$ cat src/rtl/wtc_pkg.sv
package wtc_pkg;

    typedef enum logic [1:0] {
        STK_IDLE    = 2'd0,
        STK_REFRESH = 2'd1,
        STK_FILL    = 2'd2,
        STK_CLAIM   = 2'd3
    } store_kind_e;

    function automatic store_kind_e classify_store(
        input logic is_store,
        input logic tag_eq,
        input logic word_valid
    );
        if (!is_store)
            return STK_IDLE;
        else if (!tag_eq)
            return STK_CLAIM;
        else if (word_valid)
            return STK_REFRESH;
        else
            return STK_FILL;
    endfunction

endpackage

$ cat src/rtl/wtc_tag_store.sv
module wtc_tag_store #(
    parameter int LINES = 8,
    parameter int WORDS = 4,
    parameter int TAG_W = 11,
    parameter int IDX_W = 3
) (
    input  logic             clk,
    input  logic             rst,
    input  logic [IDX_W-1:0] lk_idx,
    output logic [TAG_W-1:0] lk_tag,
    output logic [WORDS-1:0] lk_vmask,
    input  logic             upd_en,
    input  logic [IDX_W-1:0] upd_idx,
    input  logic [TAG_W-1:0] upd_tag,
    input  logic [WORDS-1:0] upd_vmask
);
    logic [TAG_W-1:0]                tags_q [LINES];
    logic [LINES-1:0][WORDS-1:0]     valid_q;

    always_ff @(posedge clk) begin
        if (rst)
            valid_q <= '0;
        else if (upd_en)
            valid_q[upd_idx] <= upd_vmask;
    end

    always_ff @(posedge clk) begin
        if (upd_en)
            tags_q[upd_idx] <= upd_tag;
    end

    assign lk_tag   = tags_q[lk_idx];
    assign lk_vmask = valid_q[lk_idx];

    // reset leaves no valid bit set
    assert_reset_clear_R2: assert property (@(posedge clk)
        rst |=> (valid_q == '0));

    // an updated line holds the new tag and mask afterwards
    assert_line_update_R7: assert property (@(posedge clk) disable iff (rst)
        upd_en |=> (tags_q[$past(upd_idx)] == $past(upd_tag)) &&
                   (valid_q[$past(upd_idx)] == $past(upd_vmask)));

    // lines other than the updated one keep their valid bits
    assert_other_lines_R10: assert property (@(posedge clk) disable iff (rst)
        (upd_en && (lk_idx != upd_idx)) |=> (valid_q[$past(lk_idx)] == $past(lk_vmask)));
endmodule

$ cat src/rtl/wtc_data_store.sv
module wtc_data_store #(
    parameter int LINES  = 8,
    parameter int WORDS  = 4,
    parameter int DATA_W = 32,
    parameter int IDX_W  = 3,
    parameter int OFF_W  = 2
) (
    input  logic              clk,
    input  logic              rst,
    input  logic [IDX_W-1:0]  rd_idx,
    input  logic [OFF_W-1:0]  rd_off,
    output logic [DATA_W-1:0] rd_data,
    input  logic              wr_en,
    input  logic [IDX_W-1:0]  wr_idx,
    input  logic [OFF_W-1:0]  wr_off,
    input  logic [DATA_W-1:0] wr_data
);
    localparam int DEPTH = LINES * WORDS;

    logic [DATA_W-1:0] mem_q [DEPTH];

    always_ff @(posedge clk) begin
        if (wr_en)
            mem_q[{wr_idx, wr_off}] <= wr_data;
    end

    assign rd_data = mem_q[{rd_idx, rd_off}];

    // the stored word is present in the following cycle
    assert_word_written_R5: assert property (@(posedge clk) disable iff (rst)
        wr_en |=> (mem_q[{$past(wr_idx), $past(wr_off)}] == $past(wr_data)));
endmodule

$ cat src/rtl/wtc_store_decide.sv
module wtc_store_decide
    import wtc_pkg::*;
#(
    parameter int WORDS = 4,
    parameter int OFF_W = 2
) (
    input  logic             is_store,
    input  logic             tag_eq,
    input  logic [WORDS-1:0] cur_vmask,
    input  logic [OFF_W-1:0] off,
    output logic [WORDS-1:0] new_vmask
);
    store_kind_e kind;

    assign kind = classify_store(is_store, tag_eq, cur_vmask[off]);

    for (genvar g = 0; g < WORDS; g++) begin : g_bit
        always_comb begin
            if (OFF_W'(g) == off)
                new_vmask[g] = 1'b1;
            else if (kind == STK_CLAIM)
                new_vmask[g] = 1'b0;
            else
                new_vmask[g] = cur_vmask[g];
        end
    end

    always_comb begin
        // a same-tag store keeps every bit that was already valid
        if (kind == STK_FILL || kind == STK_REFRESH)
            assert_keep_bits_R6: assert ((new_vmask & cur_vmask) == cur_vmask);
        // a claiming store leaves exactly one valid word
        if (kind == STK_CLAIM)
            assert_claim_single_R7: assert ($countones(new_vmask) == 1);
    end
endmodule

$ cat src/rtl/wt_subblock_cache.sv
module wt_subblock_cache #(
    parameter int DATA_W = 32,
    parameter int ADDR_W = 16,
    parameter int LINES  = 8,
    parameter int WORDS  = 4
) (
    input  logic              clk,
    input  logic              rst,
    input  logic              req_valid,
    input  logic              req_write,
    input  logic [ADDR_W-1:0] req_addr,
    input  logic [DATA_W-1:0] req_wdata,
    output logic              rsp_valid,
    output logic              rsp_hit,
    output logic              rsp_miss,
    output logic [DATA_W-1:0] rsp_data,
    output logic              wt_valid,
    output logic [ADDR_W-1:0] wt_addr,
    output logic [DATA_W-1:0] wt_data
);
    localparam int IDX_W = $clog2(LINES);
    localparam int OFF_W = $clog2(WORDS);
    localparam int TAG_W = ADDR_W - IDX_W - OFF_W;

    typedef struct packed {
        logic [TAG_W-1:0] tag;
        logic [IDX_W-1:0] idx;
        logic [OFF_W-1:0] off;
    } addr_t;

    typedef struct packed {
        logic              valid;
        logic              hit;
        logic [DATA_W-1:0] data;
    } rsp_t;

    addr_t             a;
    logic              is_store;
    logic              is_read;
    logic [TAG_W-1:0]  line_tag;
    logic [WORDS-1:0]  line_vmask;
    logic [WORDS-1:0]  next_vmask;
    logic [DATA_W-1:0] word_data;
    logic              tag_eq;
    logic              hit_now;
    rsp_t              rsp_q;

    assign a        = addr_t'(req_addr);
    assign is_store = req_valid && req_write;
    assign is_read  = req_valid && !req_write;

    wtc_tag_store #(
        .LINES(LINES), .WORDS(WORDS), .TAG_W(TAG_W), .IDX_W(IDX_W)
    ) i_tags (
        .clk      (clk),
        .rst      (rst),
        .lk_idx   (a.idx),
        .lk_tag   (line_tag),
        .lk_vmask (line_vmask),
        .upd_en   (is_store),
        .upd_idx  (a.idx),
        .upd_tag  (a.tag),
        .upd_vmask(next_vmask)
    );

    wtc_data_store #(
        .LINES(LINES), .WORDS(WORDS), .DATA_W(DATA_W), .IDX_W(IDX_W), .OFF_W(OFF_W)
    ) i_data (
        .clk    (clk),
        .rst    (rst),
        .rd_idx (a.idx),
        .rd_off (a.off),
        .rd_data(word_data),
        .wr_en  (is_store),
        .wr_idx (a.idx),
        .wr_off (a.off),
        .wr_data(req_wdata)
    );

    assign tag_eq = (line_tag == a.tag);

    wtc_store_decide #(
        .WORDS(WORDS), .OFF_W(OFF_W)
    ) i_decide (
        .is_store (is_store),
        .tag_eq   (tag_eq),
        .cur_vmask(line_vmask),
        .off      (a.off),
        .new_vmask(next_vmask)
    );

    assign hit_now = tag_eq && line_vmask[a.off];

    always_ff @(posedge clk) begin
        if (rst) begin
            rsp_q <= '0;
        end else begin
            rsp_q.valid <= is_read;
            rsp_q.hit   <= is_read && hit_now;
            rsp_q.data  <= (is_read && hit_now) ? word_data : '0;
        end
    end

    assign rsp_valid = rsp_q.valid;
    assign rsp_hit   = rsp_q.hit;
    assign rsp_miss  = rsp_q.valid && !rsp_q.hit;
    assign rsp_data  = rsp_q.data;

    assign wt_valid = is_store;
    assign wt_addr  = req_addr;
    assign wt_data  = req_wdata;

    // a hit is only reported as part of a read response
    assert_hit_in_rsp_R3: assert property (@(posedge clk) disable iff (rst)
        rsp_hit |-> rsp_valid);

    // a miss carries no data
    assert_miss_nodata_R4: assert property (@(posedge clk) disable iff (rst)
        rsp_miss |-> (rsp_data == '0));

    // a store is never answered with a read response
    assert_store_silent_R9: assert property (@(posedge clk) disable iff (rst)
        (req_valid && req_write) |=> !rsp_valid);

    // a read of a word just stored hits in the next cycle
    assert_store_then_read_R3: assert property (@(posedge clk) disable iff (rst)
        (req_valid && req_write) ##1 (req_valid && !req_write && req_addr == $past(req_addr))
            |=> (rsp_hit && rsp_data == $past(req_wdata, 2)));
endmodule

$ cat config.mk
export PLATFORM = sky130hd
export DESIGN_NAME = wt_subblock_cache
export DESIGN_NICKNAME = d
export VERILOG_FILES = /design/src/rtl/wtc_pkg.sv /design/src/rtl/wtc_tag_store.sv /design/src/rtl/wtc_data_store.sv /design/src/rtl/wtc_store_decide.sv /design/src/rtl/wt_subblock_cache.sv
export SDC_FILE = /design/constraint.sdc
export NUM_CORES = 1
export LEC_CHECK = 0
export BUFFER_PORTS_ARGS = -buffer_cell sky130_fd_sc_hd__buf_2
export CAP_MARGIN = 20
export CORE_ASPECT_RATIO = 0.6
export CORE_MARGIN = 1
export CORE_UTILIZATION = 45
export DETAILED_ROUTE_END_ITERATION = 16
export SLEW_MARGIN = 20
export SYNTH_ARGS = -nofsm -noshare
export SYNTH_HDL_FRONTEND = slang
export SYNTH_SLANG_ARGS = --single-unit
$ cat constraint.sdc
create_clock -name clk -period 3.6 [get_ports clk]
set_input_delay 0.36 -clock clk [delete_from_list [all_inputs] [get_ports clk]]
set_output_delay 0.36 -clock clk [all_outputs]
set_load 0.1 [all_outputs]
==> results of run 1 <==
## layer usage
| metal | up-vias | wire length, µm | share of wire |
|---|---|---|---|
| li1 | 9820 | - | - |
| met1 | 12559 | 53400 | 0.46 |
| met2 | 880 | 52900 | 0.45 |
| met3 | 128 | 8110 | 0.070 |
| met4 | 0 | 1830 | 0.016 |
| met5 | - | 0 | 0 |
## synthesized netlist by cell type (8+ instances only)
master	instances
mux2_2	63
a21oi_1	51
a21o_1	8
o22ai_1	35
nand2_1	20
nor3_1	23
buf_2	48
mux4_2	246
mux2i_1	123
a21boi_0	8
inv_2	8
a211o_1	16
o21bai_1	31
nand2b_1	21
dfxtp_1	66
edfxtp_1	1112
clkbuf_1	53
o21ai_1	9
nor2_1	78
buf_4	54
nor4_2	26
a211oi_1	19
nor2b_1	22
buf_6	9
a22oi_1	14
o31ai_1	10
buf_1	16
o21ai_0	54
## sequential cells by signal, indices dropped and copies added (netlist names)
register / flops
i_tags.valid_q: 32
rsp_hit: 1
i_tags.tags_q: 88
i_data.mem_q: 1024
rsp_data: 32
rsp_valid: 1
## report_power, final
part	internal, mW	switching, mW	leakage [nW]
clock	6.56	5.00	1.71
sequential	15.1	0.0257	10.5
combinational	0.585	1.10	4.66
## kinds of logic after synthesis
logic type,synth area share
flops,0.747
compound gates,0.0409
mux,0.162
buf+inv,0.0227
xor+xnor,0.00132
simple gates,0.0260
## per-stage QoR
| stage | hold slack [ps] | utilization | setup slack, ps | cell area [µm²] | power (mW) |
|---|---|---|---|---|---|
| CTS | 104 | 0.522 | 579 | 52900 | 28.5 |
| global placement | 599 | 0.486 | 495 | 49300 | 17.0 |
| floorplan | 459 | - | -133 | 46400 | 16.5 |
| detailed placement | 614 | 0.486 | 411 | 49300 | 17.1 |
| global route | 135 | 0.522 | 441 | 52900 | 29.1 |
| finish | 150 | 0.523 | 553 | 53000 | 28.4 |
## final cells by class
| cell class | instances | area [µm²] | share of cell area |
|---|---|---|---|
| Tap cell | 1334 | 1670 | 0.0315 |
| Clock buffer | 139 | 2880 | 0.0543 |
| Clock inverter | 54 | 639 | 0.0121 |
| Multi-Input combinational cell | 933 | 10900 | 0.206 |
| Inverter | 9 | 33.8 | 0.000638 |
| Sequential cell | 1178 | 34700 | 0.656 |
| Timing Repair Buffer | 257 | 2080 | 0.0393 |
| Antenna cell | 4 | 10.0 | 0.000189 |
## cell usage in the layout, fill, tap and decap left out, types with 13 or more instances in the layout
cell and instances:
edfxtp_1 1112, mux4_2 246, buf_2 130, mux2i_1 123, clkbuf_16 105, buf_4 77, dfxtp_1 66, mux2_2 63
o21ai_0 54, a21oi_1 51, nor2_1 46, o22ai_1 35, buf_12 34, nor2_4 32, o21bai_1 31, nor4_2 26
nor3_1 23, nor2b_1 22, clkbuf_1 22, nand2b_1 21, nand2_1 20, a211oi_1 19, clkinv_1 18, a211o_1 16
a22oi_1 14, bufinv_16 13, dlygate4sd3_1 13
## what timing repair did
action	in CTS	in global routing
gates resized for setup	0	0
endpoints found under the hold margin	89	0
hold buffers	13	0
## how the worst max path moves through the flow
stage                                   from                            end  slack (ps)  cells after the start
2_1_floorplan                    req_addr[0]  i_data.mem_q[11][0]$_DFFE_PP_        -130                      8
3_3_place_gp                     req_addr[4]         rsp_data[5]$_SDFF_PP0_         490                      8
3_5_place_dp                     req_addr[4]        rsp_data[12]$_SDFF_PP0_         410                      8
4_1_cts        i_tags.tags_q[0][0]$_DFFE_PP_        rsp_data[12]$_SDFF_PP0_         580                      7
5_1_grt        i_tags.tags_q[2][0]$_DFFE_PP_        rsp_data[12]$_SDFF_PP0_         440                      7
6_report       i_tags.tags_q[0][0]$_DFFE_PP_        rsp_data[12]$_SDFF_PP0_         550                      7
## worst max-delay path: cells and delay by family (launching register included)
kind	cells	cell delay, ps
and+or+nand+nor	2	1010
muxes	2	720
DFF	1	370
AOI/OAI and AO/OA	1	280
buffers and inverters	1	270
xor gates and xnor gates	1	250
==> impl_metrics.csv, run 1 <==
group,metric,value,unit
route,final_antenna_net_count,0,
synth,yosysUniqueCellTypes,52,
grt,grtUsageMet3,0.0367,
grt,grt_first_pass_wirelength,167000,µm
synth,yosys_warnings,0,
route,avgRoutedWirePerCell,29.7,µm
floorplan,die_h,251,µm
synth,synth_edf_count,1112,
worst_setup_path,worst-r2r-cell-count,7,
cells_and_area,area_growth_syn_to_layout,14.0,%
grt,antenna_found_initial,4,
floorplan,start_util,0.458,
synth,synthCells,2301,
placement,dp.cells,3698,
worst_setup_path,cp.arrival,3650,ps
hold_path,worstHoldPathCells,1,
floorplan,ios,136,
hold_path,hold_start,"req_wdata[19]",
worst_setup_path,path_cells,"mux4_1, mux2i_1, xor2_1, o221ai_1, or4_4, buf_4, nor4_2",
power_and_ir_drop,power.density,535,nW/µm²
route,drt_pass1_iterations,5,
sta,slew_violations,0,
placement,place.gp.congestion,0.794,
worst_setup_path,endpoint_kind,"flip-flop",
floorplan,core_area,101000,µm²
sta,slew_headroom,0.222,
synth,synthArstFlopShare,0,
worst_setup_path,rr_startpoint,"i_tags.tags_q[0][0]$_DFFE_PP_",
synth,synth_area_leaders,"edfxtp_1, mux4_2, dfxtp_1, mux2i_1, mux2_2",
status,status,"completed",
synth,ys.flop_type,"edfxtp_1",
clock_tree,insertion_delay,720,ps
power_and_ir_drop,peakVddDrop,0.438,mV
hold_path,hold_class,"input port to flip-flop",
worst_setup_path,path_max_fanout,12,
sta,hold_viol,0,
worst_setup_path,critPathRequiredTime,4210,ps
clock_tree,cts_setup_buffers,0,
route,routed_via_density,5.98,
grt,grt_use_met1,0.342,
synth,synth_seq_area_share,0.747,
cells_and_area,layout.nets,2535,
placement,hpwl,62300,µm
hold_path,min_to,"i_data.mem_q[15][19]$_DFFE_PP_",
synth,yosys.area.top_type,"edfxtp_1",
sta,finalCriticalPeriod,3050,ps
synth,synth_area,46400,µm²
worst_setup_path,critical_path.max_stage_delay,720,ps
clock_tree,cts_tree,"yes",
placement,portBuffers,135,
worst_setup_path,reg2reg_slack,550,ps
worst_setup_path,r2r-end,"rsp_data[12]$_SDFF_PP0_",
floorplan,rows,90,
floorplan,die_w,417,µm
floorplan,die-area,105000,µm²
worst_setup_path,slowest_stage,"or4_4",
worst_setup_path,criticalPathCategory,"flip-flop to flip-flop",
clock_tree,clock_path_buffers,3,
synth,synthesis.nets,2353,
sta,rsz0062_at_grt,"false",
sta,setup_violations,0,
grt,grt_max_degree,76,
sta,worst_clock_skew,28.2,ps
clock_tree,cts.clk_slew.worst_paths,70,ps
sta,max_slew.worst_pin.slew,1170,ps
sta,post-route-period-util,0.846,
worst_setup_path,cp-start-kind,"flip-flop",
route,via_count,23387,
cells_and_area,drive_gt1_frac,0.306,
grt,grt_pass1_vias,23450,
clock_tree,cts_root_buffer,"clkbuf_16",
grt,grtUsageMet2,0.338,
sta,timing.fmax,0.328,GHz
route,wl,116000,µm
clock_tree,h-tree-depth,3,
grt,grt.total_usage,0.224,
flow_run,max_cap_violations,0,
sta,fin_tns_setup,0,ps
clock_tree,numCtsBuffers,104,
route,drc_errors,0,
synth,ys_ff_latch,1178,
power_and_ir_drop,p_leak,16.9,nW
synth,yosys.area.top_type_share,0.719,
grt,overflow,0,
synth,syn_avg_cell_area,20.2,µm²
route,drt_iter0_markers,2522,
cells_and_area,fill_cells,7873,
cells_and_area,fin_cells,3908,
clock_tree,clock-sinks,1178,
grt,busiest_layer,"met1",
Note: power is estimated with default switching activity, not from simulation.
==> run 2: changes to the inputs <==
clock period = 2.71 ns   (was 3.6 ns; I/O delays follow)
==> run 2 against run 1 <==
Against the previous run: power rose by 33%; flip-flop and latch count did not move; sequential share of layout area fell by 1.6 points; die area did not move; cell area rose by 2.5%; worst setup slack got worse by 550 ps; critical path depth did not move; combinational power rose by 41%; sequential power rose by 33%; global-route usage rose by 0.29 points.
==> impl_metrics.csv, run 2 (same netlist as run 1, synthesis figures left out) <==
group,metric,value,unit
worst_setup_path,critical_path.max_stage_delay,640,ps
clock_tree,h-tree-depth,3,
sta,fin_tns_setup,0,ps
power_and_ir_drop,p_leak,17.6,nW
sta,post-route-period-util,0.997,
clock_tree,insertion_delay,720,ps
cells_and_area,top_register,"i_data.mem_q",
clock_tree,cts_root_buffer,"clkbuf_16",
route,drt_pass1_iterations,6,
grt,grt_pass1_vias,23421,
route,final_antenna_net_count,0,
floorplan,core_area,101000,µm²
status,status,"completed",
worst_setup_path,criticalPathCategory,"flip-flop to flip-flop",
sta,rsz0062_at_grt,"true",
flow_run,max_cap_violations,0,
clock_tree,numCtsBuffers,104,
power_and_ir_drop,power.density,693,nW/µm²
sta,worst_clock_skew,25.3,ps
clock_tree,clock_path_buffers,3,
route,routed_via_density,5.96,
floorplan,die_w,417,µm
sta,fin_hold_ws,46.3,ps
placement,hpwl,66900,µm
cells_and_area,layout.nets,2622,
grt,grt_max_degree,53,
cells_and_area,top_regs,"i_data.mem_q: 1024 flops, i_tags.tags_q: 88 flops",
placement,place_ws,-219,ps
floorplan,ios,136,
cells_and_area,final_common_cell,"edfxtp_1",
worst_setup_path,path_buf_inv,1,
cells_and_area,layout_common_cells,"edfxtp_1, mux4_2, buf_2, mux2i_1, buf_4",
cells_and_area,largest_reg_flops,1024,
route,via_count,23781,
worst_setup_path,critPathRequiredTime,3340,ps
floorplan,rows,90,
worst_setup_path,cp-start-kind,"flip-flop",
power_and_ir_drop,peakVddDrop,0.593,mV
sta,finalCriticalPeriod,2700,ps
clock_tree,cts_tree,"yes",
sta,timing.fmax,0.370,GHz
floorplan,die_h,251,µm
sta,hold_viol,0,
route,avgRoutedWirePerCell,29.6,µm
sta,slew_violations,0,
sta,fin_ws,7.26,ps
cells_and_area,post-route-util,0.536,
power_and_ir_drop,p_total,37.6,mW
cells_and_area,area_growth_syn_to_layout,16.9,%
floorplan,die-area,105000,µm²
cells_and_area,drive_gt1_frac,0.336,
sta,setup_violations,0,
floorplan,start_util,0.458,
route,drc_errors,0,
placement,place.gp.congestion,0.813,
worst_setup_path,cp.arrival,3340,ps
cells_and_area,diodes,0,
worst_setup_path,path_max_fanout,6,
worst_setup_path,slowest_stage,"or4_4",
clock_tree,cts.clk_slew.worst_paths,70,ps
clock_tree,clock-sinks,1178,
worst_setup_path,endpoint_kind,"flip-flop",
sta,slew_headroom,0.543,
grt,grt.total_usage,0.227,
grt,antenna_found_initial,1,
sta,max_slew.worst_pin.slew,685,ps
hold_path,hold_class,"input port to flip-flop",
route,drt_iter0_markers,2770,
worst_setup_path,path_cells,"mux4_2, mux2i_4, xor2_2, o221ai_2, or4_4, bufbuf_16, o31ai_2",
placement,portBuffers,135,
grt,grt_first_pass_wirelength,169000,µm
grt,overflow,0,
worst_setup_path,cp_top_family,"multiplexers",
route,wl,118000,µm
-- run 2: final timing paths --
kind,slack [ps],depth (start not counted),to,startpoint
max,7,7,i_tags.valid_q[20]$_SDFFE_PP0P_,i_tags.tags_q[4][0]$_DFFE_PP_
min,50,1,i_data.mem_q[18][1]$_DFFE_PP_,req_wdata[1]
max reg2reg,7,7,i_tags.valid_q[20]$_SDFFE_PP0P_,i_tags.tags_q[4][0]$_DFFE_PP_
min reg2reg,620,3,i_tags.valid_q[24]$_SDFFE_PP0P_,i_tags.valid_q[24]$_SDFFE_PP0P_
-- run 2: stage by stage --
step	area (µm²)	cells
6_report	54300	3993
5_1_grt	54300	3993
4_1_cts	54100	3991
3_5_place_dp	50400	3779
3_3_place_gp	50400	3779
2_1_floorplan	46600	2301
-- run 2: layout make-up --
class                   instances  area (µm²)
fillers                      7773       47100
flip-flops and latches       1178       34700
multi-input cells             933       11100
repair buffers                344        3290
clock buffers                 132        2840
well taps                    1334        1670
clock inverters                63         647
inverters                       9        33.8
-- run 2: layer usage --
layer / vias to the layer above / track usage / part of all wire
li1: 9996 / - / -
met1: 12690 / 0.349 / 0.45
met2: 952 / 0.336 / 0.45
met3: 143 / 0.0435 / 0.078
met4: 0 / 0.0489 / 0.016
met5: - / 0 / 0
-- run 2: timing repair --
action,in CTS,in global routing
setup endpoints to repair,29,63
pin swaps,5,4
gates cloned,2,2
buffers inserted,1,0
hold endpoints to repair,106,0
gates resized for setup,7,18
hold buffers,14,0
-- run 2: power by group --
group	switching (mW)	total, mW	internal, mW
sequential	0.0350	20.1	20.0
clock	6.67	15.2	8.50
combinational	1.51	2.37	0.867
==> run 3: changes to the inputs <==
clock period = 3.5 ns   (was 2.71 ns; I/O delays follow)
==> run 3 against run 2 <==
Against the previous run: hold slack better by 110 ps; highest routed layer unchanged; power down 23%; register-to-register slack better by 570 ps; die area unchanged; largest cell class unchanged.
==> impl_metrics.csv, run 3 (same netlist as run 1, synthesis figures left out) <==
group,metric,value,unit
status,status,"completed",
clock_tree,numCtsBuffers,105,
worst_setup_path,worst-r2r-cell-count,7,
worst_setup_path,path_max_fanout,51,
clock_tree,insertion_delay,700,ps
power_and_ir_drop,power.share.switching,0.219,
cells_and_area,largest_reg_flops,1024,
worst_setup_path,endpoint_kind,"flip-flop",
floorplan,die_h,251,µm
clock_tree,cts_tree,"yes",
floorplan,rows,90,
route,wl,118000,µm
clock_tree,h-tree-depth,3,
sta,slew_headroom,0.398,
clock_tree,cts_setup_buffers,0,
hold_path,hold_class,"input port to flip-flop",
cells_and_area,top_regs,"i_data.mem_q: 1024 flops, i_tags.tags_q: 88 flops",
route,drt_iter0_markers,2915,
cells_and_area,seq_area,34700,µm²
flow_run,max_cap_violations,0,
power_and_ir_drop,comb_power_share,0.060,
sta,fin_ws,580,ps
route,avgRoutedWirePerCell,30.2,µm
clock_tree,hold_buffers,13,
cells_and_area,layout.nets,2533,
route,via_count,23572,
cells_and_area,layout_common_cells,"edfxtp_1, mux4_2, buf_2, mux2i_1, clkbuf_16",
clock_tree,clock-sinks,1178,
power_and_ir_drop,p_int,22.5,mW
sta,post-route-period-util,0.834,
grt,grt.total_usage,0.226,
sta,max_slew.worst_pin.slew,904,ps
sta,finalCriticalPeriod,2920,ps
cells_and_area,fill_cells,7924,
placement,place.gp.congestion,0.783,
cells_and_area,multiInputGateArea,10900,µm²
worst_setup_path,cp-start-kind,"flip-flop",
floorplan,die-area,105000,µm²
power_and_ir_drop,pwr-share-clk,0.400,
cells_and_area,final_common_cell,"edfxtp_1",
worst_setup_path,criticalPathCategory,"flip-flop to flip-flop",
clock_tree,cts.clk_slew.worst_paths,70,ps
clock_tree,cts_resized,0,
sta,timing.fmax,0.342,GHz
power_and_ir_drop,p_switching,6.30,mW
placement,place_ws,266,ps
cells_and_area,drive_gt1_frac,0.305,
floorplan,die_w,417,µm
sta,slew_violations,0,
route,drt_pass1_iterations,5,
floorplan,ios,136,
cells_and_area,diodes,0,
power_and_ir_drop,p_leak,16.8,nW
floorplan,start_util,0.458,
sta,worst_clock_skew,25.4,ps
route,final_antenna_net_count,0,
cells_and_area,top_register,"i_data.mem_q",
power_and_ir_drop,power.density,545,nW/µm²
sta,rsz0062_at_grt,"false",
grt,grt_first_pass_wirelength,168000,µm
power_and_ir_drop,peakVddDrop,0.414,mV
grt,grt_max_degree,70,
sta,hold_viol,0,
hold_path,worstHoldPathCells,1,
power_and_ir_drop,seq_power_share,0.540,
route,routed_via_density,6.04,
sta,setup_violations,0,
grt,antenna_found_initial,2,
route,drc_errors,0,
clock_tree,clock_path_buffers,3,
grt,grt_pass1_vias,23308,
placement,portBuffers,135,
grt,overflow,0,
clock_tree,cts_root_buffer,"clkbuf_16",
placement,hpwl,62800,µm
worst_setup_path,critPathRequiredTime,4090,ps
cells_and_area,post-route-util,0.521,
cells_and_area,area_growth_syn_to_layout,13.6,%
floorplan,core_area,101000,µm²
worst_setup_path,cp.arrival,3510,ps
[run 3: layout make-up]
cell class              instances  area share
inverters                       9    0.000640
multi-input cells             933       0.207
clock buffers                 129      0.0531
repair buffers                254      0.0381
clock inverters                64      0.0113
flip-flops and latches       1178       0.658
well taps                    1334      0.0316
[run 3: power groups by stage]
stage,logic [mW],clock network [mW],registers [mW]
3_3_place_gp,1.69,0,15.8
6_report,1.72,11.5,15.5
2_1_floorplan,1.16,0,15.8
4_1_cts,1.73,11.7,15.5
5_1_grt,1.83,12.2,15.5
3_5_place_dp,1.72,0,15.8
[run 3: worst paths after layout]
check	start	to	slack (ps)
setup reg to reg	i_tags.tags_q[7][0]$_DFFE_PP_	rsp_data[22]$_SDFF_PP0_	580
hold reg to reg	i_tags.valid_q[4]$_SDFFE_PP0P_	i_tags.valid_q[4]$_SDFFE_PP0P_	620
setup / recovery	i_tags.tags_q[7][0]$_DFFE_PP_	rsp_data[22]$_SDFF_PP0_	580
hold / removal	req_wdata[1]	i_data.mem_q[10][1]$_DFFE_PP_	150
[run 3: layer usage]
metal	GRT usage	wire, µm
met1	0.352	53800
met3	0.0392	8940
met2	0.334	53100
met4	0.0486	2000
met5	0	0
[run 3: worst max-delay path, cell delays in order, from the launching register on]
cell and delay [ps]:
edfxtp_1 390, mux4_2 480, mux2i_1 240, xor2_1 220, o221ai_1 150, or4_4 670, buf_12 290, nor4_2 290
[run 3: stage by stage]
stage	hold WS (ps)	power, mW	instances	setup TNS (ps)	area (µm²)
after floorplan	449	17.0	2301	-57160	46500
after global placement	598	17.5	3695	0	49200
after detailed placement	607	17.6	3695	0	49200
after CTS	111	28.9	3901	0	52800
after global routing	138	29.6	3901	0	52800
final	154	28.8	3901	0	52800
